**config.mk**
```make
export PLATFORM = sky130hd
export DESIGN_NAME = mmss_counter
export DESIGN_NICKNAME = d
export VERILOG_FILES = /design/src/rtl/mmss_pkg.sv /design/src/rtl/mmss_digit.sv /design/src/rtl/mmss_ctrl.sv /design/src/rtl/mmss_datapath.sv /design/src/rtl/mmss_counter.sv
export SDC_FILE = /design/constraint.sdc
export NUM_CORES = 1
export LEC_CHECK = 0
export ABC_AREA = 1
export BUFFER_PORTS_ARGS = -buffer_cell sky130_fd_sc_hd__buf_4
export CORE_MARGIN = 2
export CORE_UTILIZATION = 30
export CTS_CLUSTER_DIAMETER = 100
export CTS_CLUSTER_SIZE = 40
export DETAILED_ROUTE_END_ITERATION = 7
export GPL_ROUTABILITY_DRIVEN = 0
export GPL_TIMING_DRIVEN = 0
export HOLD_SLACK_MARGIN = 0.03
export SETUP_SLACK_MARGIN = 0.4
export SLEW_MARGIN = 10
export SYNTH_ARGS = -nofsm -noshare
export SYNTH_HDL_FRONTEND = slang
export SYNTH_SLANG_ARGS = --single-unit
```
**constraint.sdc**
```tcl
create_clock -name clk -period 2.04 [get_ports clk]
set_input_delay 0.102 -clock clk [delete_from_list [all_inputs] [get_ports clk]]
set_output_delay 0.102 -clock clk [all_outputs]
set_load 0.005 [all_outputs]
```
**src/rtl/mmss_pkg.sv**
```systemverilog
package mmss_pkg;

  // Strobes passed from control to datapath, one bit per advance source.
  typedef struct packed {
    logic secStep;   // advance the seconds section
    logic minStep;   // advance the minutes section
    logic hourStep;  // minutes are wrapping: request an hour advance
  } stepStrobes_t;

  localparam int SECTION_COUNT = 2;
  localparam int SEC_IDX = 0;
  localparam int MIN_IDX = 1;

endpackage

```
**src/rtl/mmss_digit.sv**
```systemverilog
module mmss_digit #(
  parameter int MODULUS = 10,
  parameter int WIDTH   = 4
) (
  input  logic             clk,
  input  logic             rst,
  input  logic             step,
  output logic [WIDTH-1:0] value,
  output logic             atMax
);

  localparam logic [WIDTH-1:0] LAST = WIDTH'(MODULUS - 1);

  assign atMax = (value == LAST);

  always_ff @(posedge clk) begin
    if (rst) begin
      value <= '0;
    end else if (step) begin
      value <= atMax ? '0 : value + 1'b1;
    end
  end

endmodule

```
**src/rtl/mmss_ctrl.sv**
```systemverilog
module mmss_ctrl
  import mmss_pkg::*;
(
  input  logic         clk,
  input  logic         rst,
  input  logic         tickIn,
  input  logic         minSetIn,
  input  logic         secFull,
  input  logic         minFull,
  output stepStrobes_t strobes
);

  logic syncStage1;
  logic setActive;

  // Two-flop synchronizer for the asynchronous set switch.
  always_ff @(posedge clk) begin
    if (rst) begin
      syncStage1 <= 1'b0;
      setActive  <= 1'b0;
    end else begin
      syncStage1 <= minSetIn;
      setActive  <= syncStage1;
    end
  end

  // Choose the minute advance source: the raw tick while setting,
  // otherwise the seconds rollover.
  always_comb begin
    strobes.secStep  = tickIn;
    strobes.minStep  = setActive ? tickIn : (tickIn & secFull);
    strobes.hourStep = strobes.minStep & minFull;
  end

endmodule

```
**src/rtl/mmss_datapath.sv**
```systemverilog
module mmss_datapath
  import mmss_pkg::*;
#(
  parameter int UNITS_MOD = 10,
  parameter int TENS_MOD  = 6,
  parameter int DIGIT_W   = 4
) (
  input  logic                clk,
  input  logic                rst,
  input  stepStrobes_t        strobes,
  output logic [DIGIT_W-1:0]  unitsOut [SECTION_COUNT],
  output logic [DIGIT_W-1:0]  tensOut  [SECTION_COUNT],
  output logic [SECTION_COUNT-1:0] sectionFull,
  output logic                hourCarry
);

  logic [SECTION_COUNT-1:0] sectionStep;

  assign sectionStep[SEC_IDX] = strobes.secStep;
  assign sectionStep[MIN_IDX] = strobes.minStep;

  for (genvar sec = 0; sec < SECTION_COUNT; sec++) begin : g_section
    logic unitsMax;
    logic tensMax;

    mmss_digit #(.MODULUS(UNITS_MOD), .WIDTH(DIGIT_W)) u_units (
      .clk   (clk),
      .rst   (rst),
      .step  (sectionStep[sec]),
      .value (unitsOut[sec]),
      .atMax (unitsMax)
    );

    mmss_digit #(.MODULUS(TENS_MOD), .WIDTH(DIGIT_W)) u_tens (
      .clk   (clk),
      .rst   (rst),
      .step  (sectionStep[sec] & unitsMax),
      .value (tensOut[sec]),
      .atMax (tensMax)
    );

    assign sectionFull[sec] = unitsMax & tensMax;
  end

  always_ff @(posedge clk) begin
    if (rst) begin
      hourCarry <= 1'b0;
    end else begin
      hourCarry <= strobes.hourStep;
    end
  end

endmodule

```
**src/rtl/mmss_counter.sv**
```systemverilog
module mmss_counter
  import mmss_pkg::*;
#(
  parameter int UNITS_MOD = 10,
  parameter int TENS_MOD  = 6,
  parameter int DIGIT_W   = 4
) (
  input  logic               clk,
  input  logic               rst,
  input  logic               tickIn,
  input  logic               minSetIn,
  output logic [DIGIT_W-1:0] secOnes,
  output logic [DIGIT_W-1:0] secTens,
  output logic [DIGIT_W-1:0] minOnes,
  output logic [DIGIT_W-1:0] minTens,
  output logic               hourCarry
);

  stepStrobes_t             strobes;
  logic [SECTION_COUNT-1:0] sectionFull;
  logic [DIGIT_W-1:0]       unitsVec [SECTION_COUNT];
  logic [DIGIT_W-1:0]       tensVec  [SECTION_COUNT];

  mmss_ctrl u_ctrl (
    .clk      (clk),
    .rst      (rst),
    .tickIn   (tickIn),
    .minSetIn (minSetIn),
    .secFull  (sectionFull[SEC_IDX]),
    .minFull  (sectionFull[MIN_IDX]),
    .strobes  (strobes)
  );

  mmss_datapath #(
    .UNITS_MOD (UNITS_MOD),
    .TENS_MOD  (TENS_MOD),
    .DIGIT_W   (DIGIT_W)
  ) u_datapath (
    .clk         (clk),
    .rst         (rst),
    .strobes     (strobes),
    .unitsOut    (unitsVec),
    .tensOut     (tensVec),
    .sectionFull (sectionFull),
    .hourCarry   (hourCarry)
  );

  assign secOnes = unitsVec[SEC_IDX];
  assign secTens = tensVec[SEC_IDX];
  assign minOnes = unitsVec[MIN_IDX];
  assign minTens = tensVec[MIN_IDX];

endmodule

```
# ---- Word level (Yosys, flattened, before mapping)
# Cells that the tools add are included.
dict set report word_totals {
  regBits 19
  latchBits 0
  ram_bits 0
  romBits 0
  input_bits 4
  out_inout_bits 17
  mem_count 0
}
dict set report op_classes {
  addsub 4
  multipliers 0
  div_mod_pow 0
  n_lt_le_gt_ge 0
  n_eq_ne 4
  shift 0
  muxes 5
  n_bitwise 6
  reduce_logical 0
}
# cell count
set ops {}
lappend ops {{$add 4x1->4 const B} 4}
lappend ops {{$mux 4} 4}
lappend ops {{$eq 4x3->1 const B} 2}
lappend ops {{$eq 4x4->1 const B} 2}
lappend ops {{$and 1x1->1} 6}
lappend ops {{$mux 1} 1}

# ---- Longest topological paths before layout
dict set report depth {
  depth_word 5
  depth_mapped 9
}

# ---- Modules after synthesis
# A second synthesis with hierarchy kept.
dict set report hier_totals {
  cells_unflattened 149
  area_unflattened_um2 963.4
}
# module n_inst cells_per_inst area_per_inst_um2 seq_area_each_um2
set by_module_without_submodules {}
lappend by_module_without_submodules {{mmss_digit at u_datapath.g_section[0].u_units ...} 2 31 205.2 80.1}
lappend by_module_without_submodules {{mmss_digit at u_datapath.g_section[0].u_tens ...} 2 32 202.7 80.1}
lappend by_module_without_submodules {mmss_ctrl 1 12 87.6 40.0}
lappend by_module_without_submodules {mmss_datapath 1 11 60.1 20.0}

# ---- Worst setup path after synthesis
# No wires, ideal clock.
dict set report synth_timing {
  kind {reg2reg}
  start {register u_datapath.g_section[0].u_units.value[2]}
  end {register u_datapath.g_section[1].u_tens.value[1]}
  arrival_ns 1.032
  t_required_ns 1.927
  path_slack_ns 0.895
  path_stages_with_launch 9
  n_path_buf 0
  cell_sequence {dfxtp_1 -> inv_1 -> nand2_1 -> nor2_4 -> nand2_2 -> nand2_4 -> nand3_1 -> nand3_1 -> nand2_1}
}
dict set report synth_between {
  elab_chain_len 5
}
# item line_no
set synth_lines {}
lappend synth_lines {{start: declaration} mmss_digit.sv:8} ;# output logic [WIDTH-1:0] value,
lappend synth_lines {{start signal: assignment} mmss_digit.sv:20} ;# value <= atMax ? '0 : value + 1'b1;
lappend synth_lines {{$eq 4x4->1} mmss_digit.sv:14} ;# assign atMax = (value == LAST);
lappend synth_lines {{$and 1x1->1} mmss_datapath.sv:42} ;# assign sectionFull[sec] = unitsMax & tensMax;
lappend synth_lines {{$and 1x1->1} mmss_ctrl.sv:31} ;# strobes.minStep = setActive ? tickIn : (tickIn & secFull);
lappend synth_lines {{$mux 1} mmss_ctrl.sv:31}
lappend synth_lines {{$and 1x1->1} mmss_datapath.sv:37} ;# .step (sectionStep[sec] & unitsMax),
lappend synth_lines {{end signal: assignment} mmss_digit.sv:20}
lappend synth_lines {{end: declaration} mmss_digit.sv:8}
# Every way passes these cells.
# A chain may end at the register's enable or synchronous reset.

# ---- Worst setup path after layout
dict set report layout_timing {
  start {register u_datapath.g_section[0].u_units.value[2]}
  end {register u_datapath.g_section[1].u_tens.value[2]}
}
# The elaborated chain is that of the path after synthesis.

==> key figures <==
Finish
  • Fin nets: 157
  • Antenna cells: 0
  • Area delta synth->final: 25.9%
  • Final Cell Area: 1140 sq um
  • Share of layout cells above drive strength 1: 21.7%
  • Area of the multi-input gates: roughly 460 sq um
  • Non-Filler Instances: 183
  • Util after Layout: roughly two fifths
  • Register area: about 380 sq um
  • Fillers: 307

Global route
  • Aggregate global-route resource usage: 11.1%
  • Vias in the first global route: 728
  • First-pass GRT wire length: 3.04 mm
  • Initial antenna violation count: 0
  • GRT Residual Overflow: 0
  • Largest net degree at the start of global routing: 11

Power
  • VDD IR max: about 0.23 mV
  • Switching power total: 136 uW
  • Clk pwr share: 30.6%
  • PD cells: 531 nW/um^2
  • Power share of the sequential group: 63.0%
  • Internal: 470 uW
  • LEAKAGE: 0.466 nW
  • Power, Total: 606 uW
  • Comb pwr share: about 6.4%
  • Switching Share: 22.4%

CTS
  • CTS clock-pin slew for the worst setup and hold paths: 0.10 ns
  • CTS Sinks: 19
  • CTS Buffer Depth: 2
  • CTS hold repair buffers: 2
  • Post-CTS Setup Inserts: 0
  • Post-CTS sizing: 0
  • H-tree lvl count: 1
  • CTS Buf Count: 3
  • Clock latency on the worst-skew pair: 0.28 ns
  • Root Driver: clkbuf_4
  • TritonCTS clock tree: built

Timing
  • Rel. slew slack: 69.7%
  • Fin Hold WS: 0.0777 ns
  • Final setup fails: 0
  • Crit path time final: around 1.3 ns
  • Worst Tran Pin Value: roughly 0.45 ns
  • Worst Skew: about 0.00097 ns
  • RSZ-0062 raised after global routing: false
  • Max Slew Vio Count: 0
  • Fraction of the cycle the final worst path needs: 62.8%
  • Final setup TNS: 0 ns
  • Fmax: 0.781 GHz
  • Fin worst setup slack: 0.760 ns
  • Final hold viol count: 0

Synth
  • Post-Synthesis Cells: 126
  • Seq/Total Area, Yosys: 41.9%
  • Largest cells by area after synthesis: dfxtp_1, nand2_1, nor2_1
  • Synth unique cells: 24
  • Async set-reset flop share out of synthesis: 0%
  • Synthesized Nets: 130
  • Yosys warning count: 0
  • Post-synth EDFFs: 0
  • Most frequent cell after synthesis: nand2_1
  • Flop and latch count out of synthesis: 19
  • Synth Flop Type: dfxtp_1
  • Synth Cell Area: just over 900 sq um
  • Post-synth top area share: 41.9%
  • Synthesized area per cell: 7.20 sq um
  • Post-synth top area cell: dfxtp_1
  • Synth top cells by count: nand2_1, dfxtp_1, nor2_1

Critical path
  • CP Max Fanout: 8
  • Setup Crit Path Kind: reg -> reg
  • Critical path arrival: around 1.4 ns
  • Largest stage delay, worst path: between 0.3 and 0.4 ns
  • CP Launch Type: flop
  • Worst-path cell chain: inv_1 -> nand2_1 -> nor2_4 -> nand2_2 -> nand2_4 -> nand2_4 -> nand2_1 -> a21oi_1
  • CP endpoint kind: flop
  • CP max-delay cell: dfxtp_1
  • Worst Path Required: 2.20 ns

Placed design
  • Area after detailed placement: 1100 sq um
  • Post-DP HPWL: 1.34 mm
  • Dpl cells: 177
  • Setup WS pre-CTS: 0.759 ns
  • # port buffers: 20

Floorplanning
  • Initial cell density of the core: about a third
  • IO Pins: 21
  • Die area: 3480 sq um
  • Core Rows: 19
  • Chip height: 59.0 um
  • Die Span X: 59.0 um
  • Core Footprint: 2810 sq um

Detailed routing
  • DR iter-0 viols: 17
  • Met2 WL: 812 um
  • WL per Instance: 9.60 um
  • WL met3: 81 um
  • Vias per cell: roughly 4.6
  • Total number of vias: roughly 840
  • Post-DRT Antenna Nets: 0
  • M1 WL: around 860 um
  • Initial DRT Pass Iterations: 4
  • Routed wire length: 1.76 mm
  • DRC Markers: 0
  • Top Layer Used: met3

Min path
  • HP Class: in -> reg

Run status
  • Status: completed

Flow run
  • Max cap viols: 0
cells in the final DEF, fill, tap and decap left out, types with 2 or more instances in the layout:
master	n
buf_4	20
clkbuf_1	2
nand2_4	2
inv_1	16
nor2_2	2
dfxtp_1	19
dlygate4sd3_1	2
nor4_1	2
a21oi_1	8
o21ai_0	4
nor2_1	18
nand2_1	29
xor2_1	3
nand3_1	10
clkbuf_4	3
kinds of logic (layout without fill, tap and decap cells):
kind of cell / Yosys count / after routing / share of synthesized area, %
xor gates and xnor gates: 4 / 4 / 3.86
and+or+nand+nor: 70 / 70 / 37.5
DFF: 19 / 19 / 41.9
AOI/OAI and AO/OA: 15 / 15 / 9.10
buffers and inverters: 18 / 44 / 7.59
power by group through the flow:
stage	clock [mW]	sequential [mW]	combinational [mW]
floorplan	0	0.390	0.0183
global placement	0	0.391	0.0357
detailed placement	0	0.391	0.0368
CTS	0.197	0.382	0.0399
global route	0.217	0.383	0.0434
finish	0.186	0.382	0.0388
flip-flops by register name, indices dropped and copies added, names as in the netlist:
name	cells
u_datapath.g_section.u_units.value	8
u_datapath.hourCarry	1
u_datapath.g_section.u_tens.value	8
u_ctrl.syncStage1	1
u_ctrl.setActive	1
path summary, 6_finish.rpt:
kind	cells past startpoint	endpoint	slack [ns]	from
hold / removal	3	u_datapath.g_section[0].u_units.value[0]$_SDFFE_PP0P_	0.08	tickIn
setup / recovery	8	u_datapath.g_section[1].u_tens.value[2]$_SDFFE_PP0P_	0.76	u_datapath.g_section[0].u_units.value[2]$_SDFFE_PP0P_
hold reg to reg	2	u_ctrl.setActive$_SDFF_PP0_	0.41	u_ctrl.syncStage1$_SDFF_PP0_
setup reg to reg	8	u_datapath.g_section[1].u_tens.value[2]$_SDFFE_PP0P_	0.76	u_datapath.g_section[0].u_units.value[2]$_SDFFE_PP0P_
worst max-delay path: cells and delay by family (launching register included):
kind	cells	cell delay [ns]
AND/OR/NAND/NOR	6	0.67
flip-flops	1	0.32
buffers and inverters	1	0.11
AO/OA/AOI/OAI	1	0.06
layer usage:
metal / vias up / GRT usage (%)
met3: 0 / 2.62
li1: 455 / -
met5: - / 0
met1: 368 / 15.0
met4: 0 / 2.92
met2: 15 / 17.9
area by class of cell:
class,instances,share of cell area (%)
multi-input combinational,89,40.1
sequential,19,33.3
timing repair buffer,22,14.9
inverter,17,5.70
tap,31,3.40
clock buffer,4,2.30
buffer,1,0.329
(Power assumes the default switching activity.)
